--- src/rtl/digit_scan_pkg.sv ---
package digit_scan_pkg;

    typedef enum logic [1:0] {
        SCAN_IDLE    = 2'd0,
        SCAN_STROBED = 2'd1,
        SCAN_REFRESH = 2'd2
    } scan_state_e;

endpackage

--- src/rtl/dsc_seq.sv ---
// Digit sequencer: state, digit index, per-digit cycle counter and the
// registered strobe enable for the strobed pass.
module dsc_seq
    import digit_scan_pkg::*;
#(
    parameter int NUM_DIGITS   = 5,
    parameter int DIGIT_COUNTS = 200,
    parameter int FIRST_EXTRA  = 1,
    parameter int STROBE_POS   = 100,
    localparam int IDX_W = $clog2(NUM_DIGITS),
    localparam int CNT_W = $clog2(DIGIT_COUNTS + FIRST_EXTRA)
) (
    input  logic             clk,
    input  logic             rst_n,
    input  logic             meas_done,
    input  logic             over_range,
    output scan_state_e      state_o,
    output logic [IDX_W-1:0] idx_o,
    output logic             stb_en_o
);

    localparam logic [IDX_W-1:0] TOP_IDX   = IDX_W'(NUM_DIGITS - 1);
    localparam logic [CNT_W-1:0] LAST_LONG = CNT_W'(DIGIT_COUNTS + FIRST_EXTRA - 1);
    localparam logic [CNT_W-1:0] LAST_STD  = CNT_W'(DIGIT_COUNTS - 1);
    localparam logic [CNT_W-1:0] STB_CNT   = CNT_W'(STROBE_POS);

    scan_state_e      state_q, state_d;
    logic [IDX_W-1:0] idx_q, idx_d;
    logic [CNT_W-1:0] cnt_q, cnt_d;
    logic             ovr_q, ovr_d;
    logic             stb_q;
    logic [CNT_W-1:0] last_cnt;

    // First digit of the strobed pass is the long one
    assign last_cnt = (state_q == SCAN_STROBED && idx_q == TOP_IDX) ? LAST_LONG : LAST_STD;

    always_comb begin
        state_d = state_q;
        idx_d   = idx_q;
        cnt_d   = cnt_q;
        ovr_d   = ovr_q;
        if (meas_done) begin
            state_d = SCAN_STROBED;
            idx_d   = TOP_IDX;
            cnt_d   = '0;
            ovr_d   = over_range;
        end else begin
            unique case (state_q)
                SCAN_IDLE: begin
                    idx_d = '0;
                end
                SCAN_STROBED, SCAN_REFRESH: begin
                    if (cnt_q == last_cnt) begin
                        cnt_d = '0;
                        if (idx_q == '0) begin
                            if (state_q == SCAN_STROBED && ovr_q) begin
                                state_d = SCAN_IDLE;
                                idx_d   = '0;
                            end else begin
                                state_d = SCAN_REFRESH;
                                idx_d   = TOP_IDX;
                            end
                        end else begin
                            idx_d = idx_q - 1'b1;
                        end
                    end else begin
                        cnt_d = cnt_q + 1'b1;
                    end
                end
                default: begin
                    state_d = SCAN_IDLE;
                    idx_d   = '0;
                end
            endcase
        end
    end

    // State register
    always_ff @(posedge clk or negedge rst_n) begin
        if (!rst_n) begin
            state_q <= SCAN_IDLE;
            idx_q   <= '0;
            cnt_q   <= '0;
            ovr_q   <= 1'b0;
        end else begin
            state_q <= state_d;
            idx_q   <= idx_d;
            cnt_q   <= cnt_d;
            ovr_q   <= ovr_d;
        end
    end

    // Output register: strobe enable valid for the whole centre cycle
    always_ff @(posedge clk or negedge rst_n) begin
        if (!rst_n) begin
            stb_q <= 1'b0;
        end else begin
            stb_q <= (state_d == SCAN_STROBED) && (cnt_d == STB_CNT);
        end
    end

    assign state_o  = state_q;
    assign idx_o    = idx_q;
    assign stb_en_o = stb_q;

endmodule

--- src/rtl/dsc_digit_decode.sv ---
// One-hot digit line decode from the sequencer index.
module dsc_digit_decode #(
    parameter int NUM_DIGITS = 5,
    localparam int IDX_W = $clog2(NUM_DIGITS)
) (
    input  logic                  active,
    input  logic [IDX_W-1:0]      idx,
    output logic [NUM_DIGITS-1:0] en,
    output logic [IDX_W-1:0]      idx_out
);

    for (genvar g = 0; g < NUM_DIGITS; g++) begin : g_line
        assign en[g] = active && (idx == IDX_W'(g));
    end

    assign idx_out = active ? idx : '0;

endmodule

--- src/rtl/dsc_strobe_gate.sv ---
// Half-clock strobe: the registered enable only changes at the rising
// edge, so qualifying it with the low clock phase cannot glitch.
module dsc_strobe_gate (
    input  logic clk,
    input  logic en_q,
    output logic strobe_n
);

    assign strobe_n = ~(en_q & ~clk);

endmodule

--- src/rtl/digit_scan_strobe.sv ---
module digit_scan_strobe
    import digit_scan_pkg::*;
#(
    parameter int NUM_DIGITS   = 5,
    parameter int DIGIT_COUNTS = 200,
    parameter int FIRST_EXTRA  = 1,
    parameter int STROBE_POS   = 100,
    localparam int IDX_W = $clog2(NUM_DIGITS)
) (
    input  logic                  clk,
    input  logic                  rst_n,
    input  logic                  meas_done,
    input  logic                  over_range,
    output logic [NUM_DIGITS-1:0] digit_en,
    output logic [IDX_W-1:0]      digit_idx,
    output logic                  strobe_n
);

    scan_state_e      seq_state;
    logic [IDX_W-1:0] seq_idx;
    logic             stb_en;

    dsc_seq #(
        .NUM_DIGITS  (NUM_DIGITS),
        .DIGIT_COUNTS(DIGIT_COUNTS),
        .FIRST_EXTRA (FIRST_EXTRA),
        .STROBE_POS  (STROBE_POS)
    ) seq_i (
        .clk       (clk),
        .rst_n     (rst_n),
        .meas_done (meas_done),
        .over_range(over_range),
        .state_o   (seq_state),
        .idx_o     (seq_idx),
        .stb_en_o  (stb_en)
    );

    dsc_digit_decode #(
        .NUM_DIGITS(NUM_DIGITS)
    ) dec_i (
        .active (seq_state != SCAN_IDLE),
        .idx    (seq_idx),
        .en     (digit_en),
        .idx_out(digit_idx)
    );

    dsc_strobe_gate gate_i (
        .clk     (clk),
        .en_q    (stb_en),
        .strobe_n(strobe_n)
    );

endmodule

--- config.mk ---
export PLATFORM = sky130hd
export DESIGN_NAME = digit_scan_strobe
export DESIGN_NICKNAME = d
export VERILOG_FILES = /design/src/rtl/digit_scan_pkg.sv /design/src/rtl/dsc_seq.sv /design/src/rtl/dsc_digit_decode.sv /design/src/rtl/dsc_strobe_gate.sv /design/src/rtl/digit_scan_strobe.sv
export SDC_FILE = /design/constraint.sdc
export NUM_CORES = 1
export LEC_CHECK = 0
export CAP_MARGIN = 40
export CORE_UTILIZATION = 58
export CTS_BUF_LIST = sky130_fd_sc_hd__clkbuf_16
export CTS_CLUSTER_SIZE = 28
export DETAILED_ROUTE_END_ITERATION = 12
export GPL_ROUTABILITY_DRIVEN = 0
export PLACE_DENSITY_LB_ADDON = 0.3
export RECOVER_POWER = 100
export SYNTH_ARGS = -nofsm -noshare
export SYNTH_HDL_FRONTEND = slang
export SYNTH_HIERARCHICAL = 1
export SYNTH_SLANG_ARGS = --single-unit
--- constraint.sdc ---
create_clock -name clk -period 3.3 [get_ports clk]
set_input_delay 0.825 -clock clk [delete_from_list [all_inputs] [get_ports clk]]
set_output_delay 0.825 -clock clk [all_outputs]
set_load 0.05 [all_outputs]
==> impl.org <==
** Status
- Status :: complete, no violations

** Global route
- Entering global routing, the biggest net connects 16 pins.
- GRT Residual Overflow :: 0
- Via count of the first global-routing pass :: 954
- The initial antenna violation count came to 0.
- Total global routing track utilization :: 36.4%
- The first global-routing pass estimated 4720 um of wire.

** Placed design
- After legalization and detailed placement, the total HPWL measured 1720 um.
- Placed cell count :: 144
- Count of input and output buffers :: 12

** Timing
- Measured against its own limit, the worst slew margin works out to 53.3%.
- # setup viols final :: 0
- Clock skew on the completed layout was measured at 8.06 ps.
- Final Slew Violations :: 0
- Total Neg Setup Slack :: 0 ps
- Setup repair after global routing left no endpoint under its margin.
- Least-Margin Pin Slew :: 698 ps
- The hold violation total from the final report is 0.
- Fin Hold WS :: 585 ps

** Clock network
- TritonCTS built the clock tree.
- After clock tree synthesis, the clock-pin slew on the worst setup and hold paths is 50 ps.
- After clock tree synthesis, the flow added hold-fix buffers numbering 0.
- Number of setup buffers added after CTS :: 0
- Total of cells resized after clock tree synthesis :: 1
- The later pin in the worst-skew pair is clocked with a latency of 370 ps.

** Power
- Summed over all cells, the static leakage comes to 0.573 nW.
- The clock network is responsible for 65.1% of the overall power.
- Maximum VDD drop :: 0.000731 V
- In this run, the combinational gates consume 4.7% of the power.
- P_sw :: 0.000138 W
- The internal portion of the total power is 0.000521 W.
- Total power for the finished layout comes to 0.000659 W.
- Sequential cells burn 30.2% of the power.
- Switching fraction of total power :: 20.9%
- Power Density :: 494 nW/um2

** Final layout
- Antenna fix cells :: 0
- For this run, the number of standard cells in the final layout without fillers is 151.
- At the end of the flow, the number of nets in the layout was 135.
- Ratio of cells with drive above 1 in the final layout :: 11.1%
- From synthesis to final layout, the design area changed by 23.8%.
- Final Util :: 77.2%

** Critical path
- Largest stage delay on the critical path :: 420 ps
- STA classifies the critical path startpoint as a clock port.
- Cell with the biggest individual delay on the critical path :: sky130_fd_sc_hd__dlygate4sd2_1
- CP delay by family, top :: buffers and inverters
- Endpoint class of the critical path :: primary output
- Arrival time at the worst endpoint :: 2450 ps
- Critical path class :: clk2out
- Cell-by-cell listing of the critical path :: clkbuf_16 -> clkbuf_16 -> nand2b_1 -> dlygate4sd2_1
- At the worst endpoint, the required time is 2470 ps.
- Along the worst path, the maximum fanout reaches 2.
- The most numerous cell type found on the critical path is sky130_fd_sc_hd__clkbuf_16.
- Worst Path Buf+Inv :: 3

** Synthesis
- After synthesis the netlist holds a flip-flop and latch count of 15.
- Leading post-synthesis cells by instance count :: sky130_fd_sc_hd__dfrtp_1 (15), sky130_fd_sc_hd__a21oi_1 (9), sky130_fd_sc_hd__nor2_1 (9), sky130_fd_sc_hd__nand4_1 (5)
- In this run the cell area of the synthesized design comes to 1080 um2.
- Yosys printed 6 warnings.
- Top flip-flop cell by instance count after synthesis :: sky130_fd_sc_hd__dfrtp_1
- Part of the Yosys area used for sequential elements :: 34.8%
- The average instance in the mapped netlist occupies 9.71 um2.
- Post-synth top area cell :: sky130_fd_sc_hd__dfrtp_1
- Synthesis produced a netlist whose cell count is 111.
- Fraction of registers with async set/reset :: 100%
- The synthesized netlist contains 43 unique library cells.
- Area share of the leading cell type in the synthesized netlist :: 34.8%
- Number of enable flip-flop cells after synthesis :: 0
- When the netlist entered floorplanning its net count stood at 119.
- sky130_fd_sc_hd__dfrtp_1 is the most common cell in the netlist.
- Dominant cells by area after synthesis :: sky130_fd_sc_hd__dfrtp_1 (35%), sky130_fd_sc_hd__and4bb_2 (4.6%), sky130_fd_sc_hd__ha_1 (4.6%)

** Hold path
- Worst min path class :: reg2reg

** Floorplanning
- Full die area :: 2030 um2
- 13 I/O pins were placed.
- In this run the horizontal extent of the chip is 45.1 um.
- Once the floorplan was initialized, standard cells occupied 62.4% of the core.
- The die is 45.1 um tall.
- The floorplan step defined a core boundary enclosing 1730 um2.
- Number of placement rows :: 15

** Run
- Max-cap check violation count :: 0

** Routing
- After detailed routing, the total wire length is 3030 um.
- After detailed routing, the number of remaining DRC violations is 0.
- In this run, the number of DRC markers left after iteration 0 of detailed routing was 76.
- After detailed routing, the number of vias per cell comes to 6.98.
- Final routed wire length divided by cell count :: 20.0 um
- Antenna violation net count after detailed routing :: 0
- First-pass detailed-route iteration total :: 5
- Vias after detailed routing :: 1054
## per-layer routing
layer	routed length, um	GRT usage (%)	part of all wire [%]	up-vias
met1	1120	41.0	37	483
met5	0	0	0	-
met3	271	13.2	9.0	29
met4	250	41.2	8.3	0
met2	1380	49.6	46	93
li1	-	-	-	449
## cell usage in the layout (no fill, tap or decap), drive strengths merged, types with 3 or more instances in the layout
cell         netlist  routed
inv                4       5
nor2              10      10
and4bb             5       5
nand2              4       4
and2               3       3
nand3              3       3
nand4              5       5
nand2b             5       5
dlygate4sd3        0      10
dfrtp             15      15
mux2i              3       3
ha                 4       4
a21oi              9       9
clkbuf             2       7
or3                3       3
nor4b              3       3
## kinds of logic (layout without fill, tap and decap cells)
group | after synthesis | count (layout) | share of synthesized area [%]
xor gates and xnor gates | 4 | 4 | 3.25
DFF | 15 | 15 | 34.8
buffers and inverters | 9 | 24 | 4.65
adders and majority gates | 4 | 4 | 4.65
muxes | 5 | 5 | 4.88
AOI/OAI and AO/OA | 21 | 21 | 12.9
and+or+nand+nor | 53 | 53 | 34.8
## state kept, by name, indices dropped and copies added (netlist names)
| name | flops |
|---|---|
| seq_i/idx_o | 3 |
| seq_i/ovr_q | 1 |
| seq_i/cnt_q | 8 |
| seq_i/stb_en_o | 1 |
| seq_i/state_o | 2 |
## final timing paths
kind,start,end,slack [ps],cells past startpoint
setup / recovery,clk,strobe_n,20,4
hold / removal,seq_i/ovr_q,seq_i/ovr_q,590,1
setup reg to reg,seq_i/state_o[1],seq_i/stb_en_o,790,7
hold reg to reg,seq_i/ovr_q,seq_i/ovr_q,590,1
max in group asynchronous,rst_n,seq_i/cnt_q[7],1900,1
min in group asynchronous,rst_n,seq_i/cnt_q[2],940,1
## final cells by class
| class | instances | area, um2 |
|---|---|---|
| fillers | 130 | 393 |
| well taps | 25 | 31.3 |
| clock buffers | 7 | 159 |
| multi-input cells | 87 | 636 |
| inverters | 4 | 15.0 |
| clock inverters | 1 | 3.75 |
| flip-flops and latches | 15 | 375 |
| repair buffers | 12 | 114 |
## power groups by stage
| stage | Combinational, W | Clock [W] | Sequential, W |
|---|---|---|---|
| 3_3_place_gp | 0.0000278 | 0.00000349 | 0.000200 |
| 4_1_cts | 0.0000311 | 0.000438 | 0.000198 |
| 5_1_grt | 0.0000333 | 0.000452 | 0.000199 |
| 2_1_floorplan | 0.0000207 | 0.00000349 | 0.000196 |
| 3_5_place_dp | 0.0000292 | 0.00000349 | 0.000200 |
| 6_report | 0.0000309 | 0.000429 | 0.000199 |
## through the flow
stage          worst slack [ps]  cell area (um2)
3_3_place_gp               24.9             1200
6_report                   23.6             1330
2_1_floorplan               460             1080
5_1_grt                    8.77             1330
4_1_cts                    12.1             1350
3_5_place_dp               24.9             1200
No activity file was read; power rests on OpenSTA's default activity.
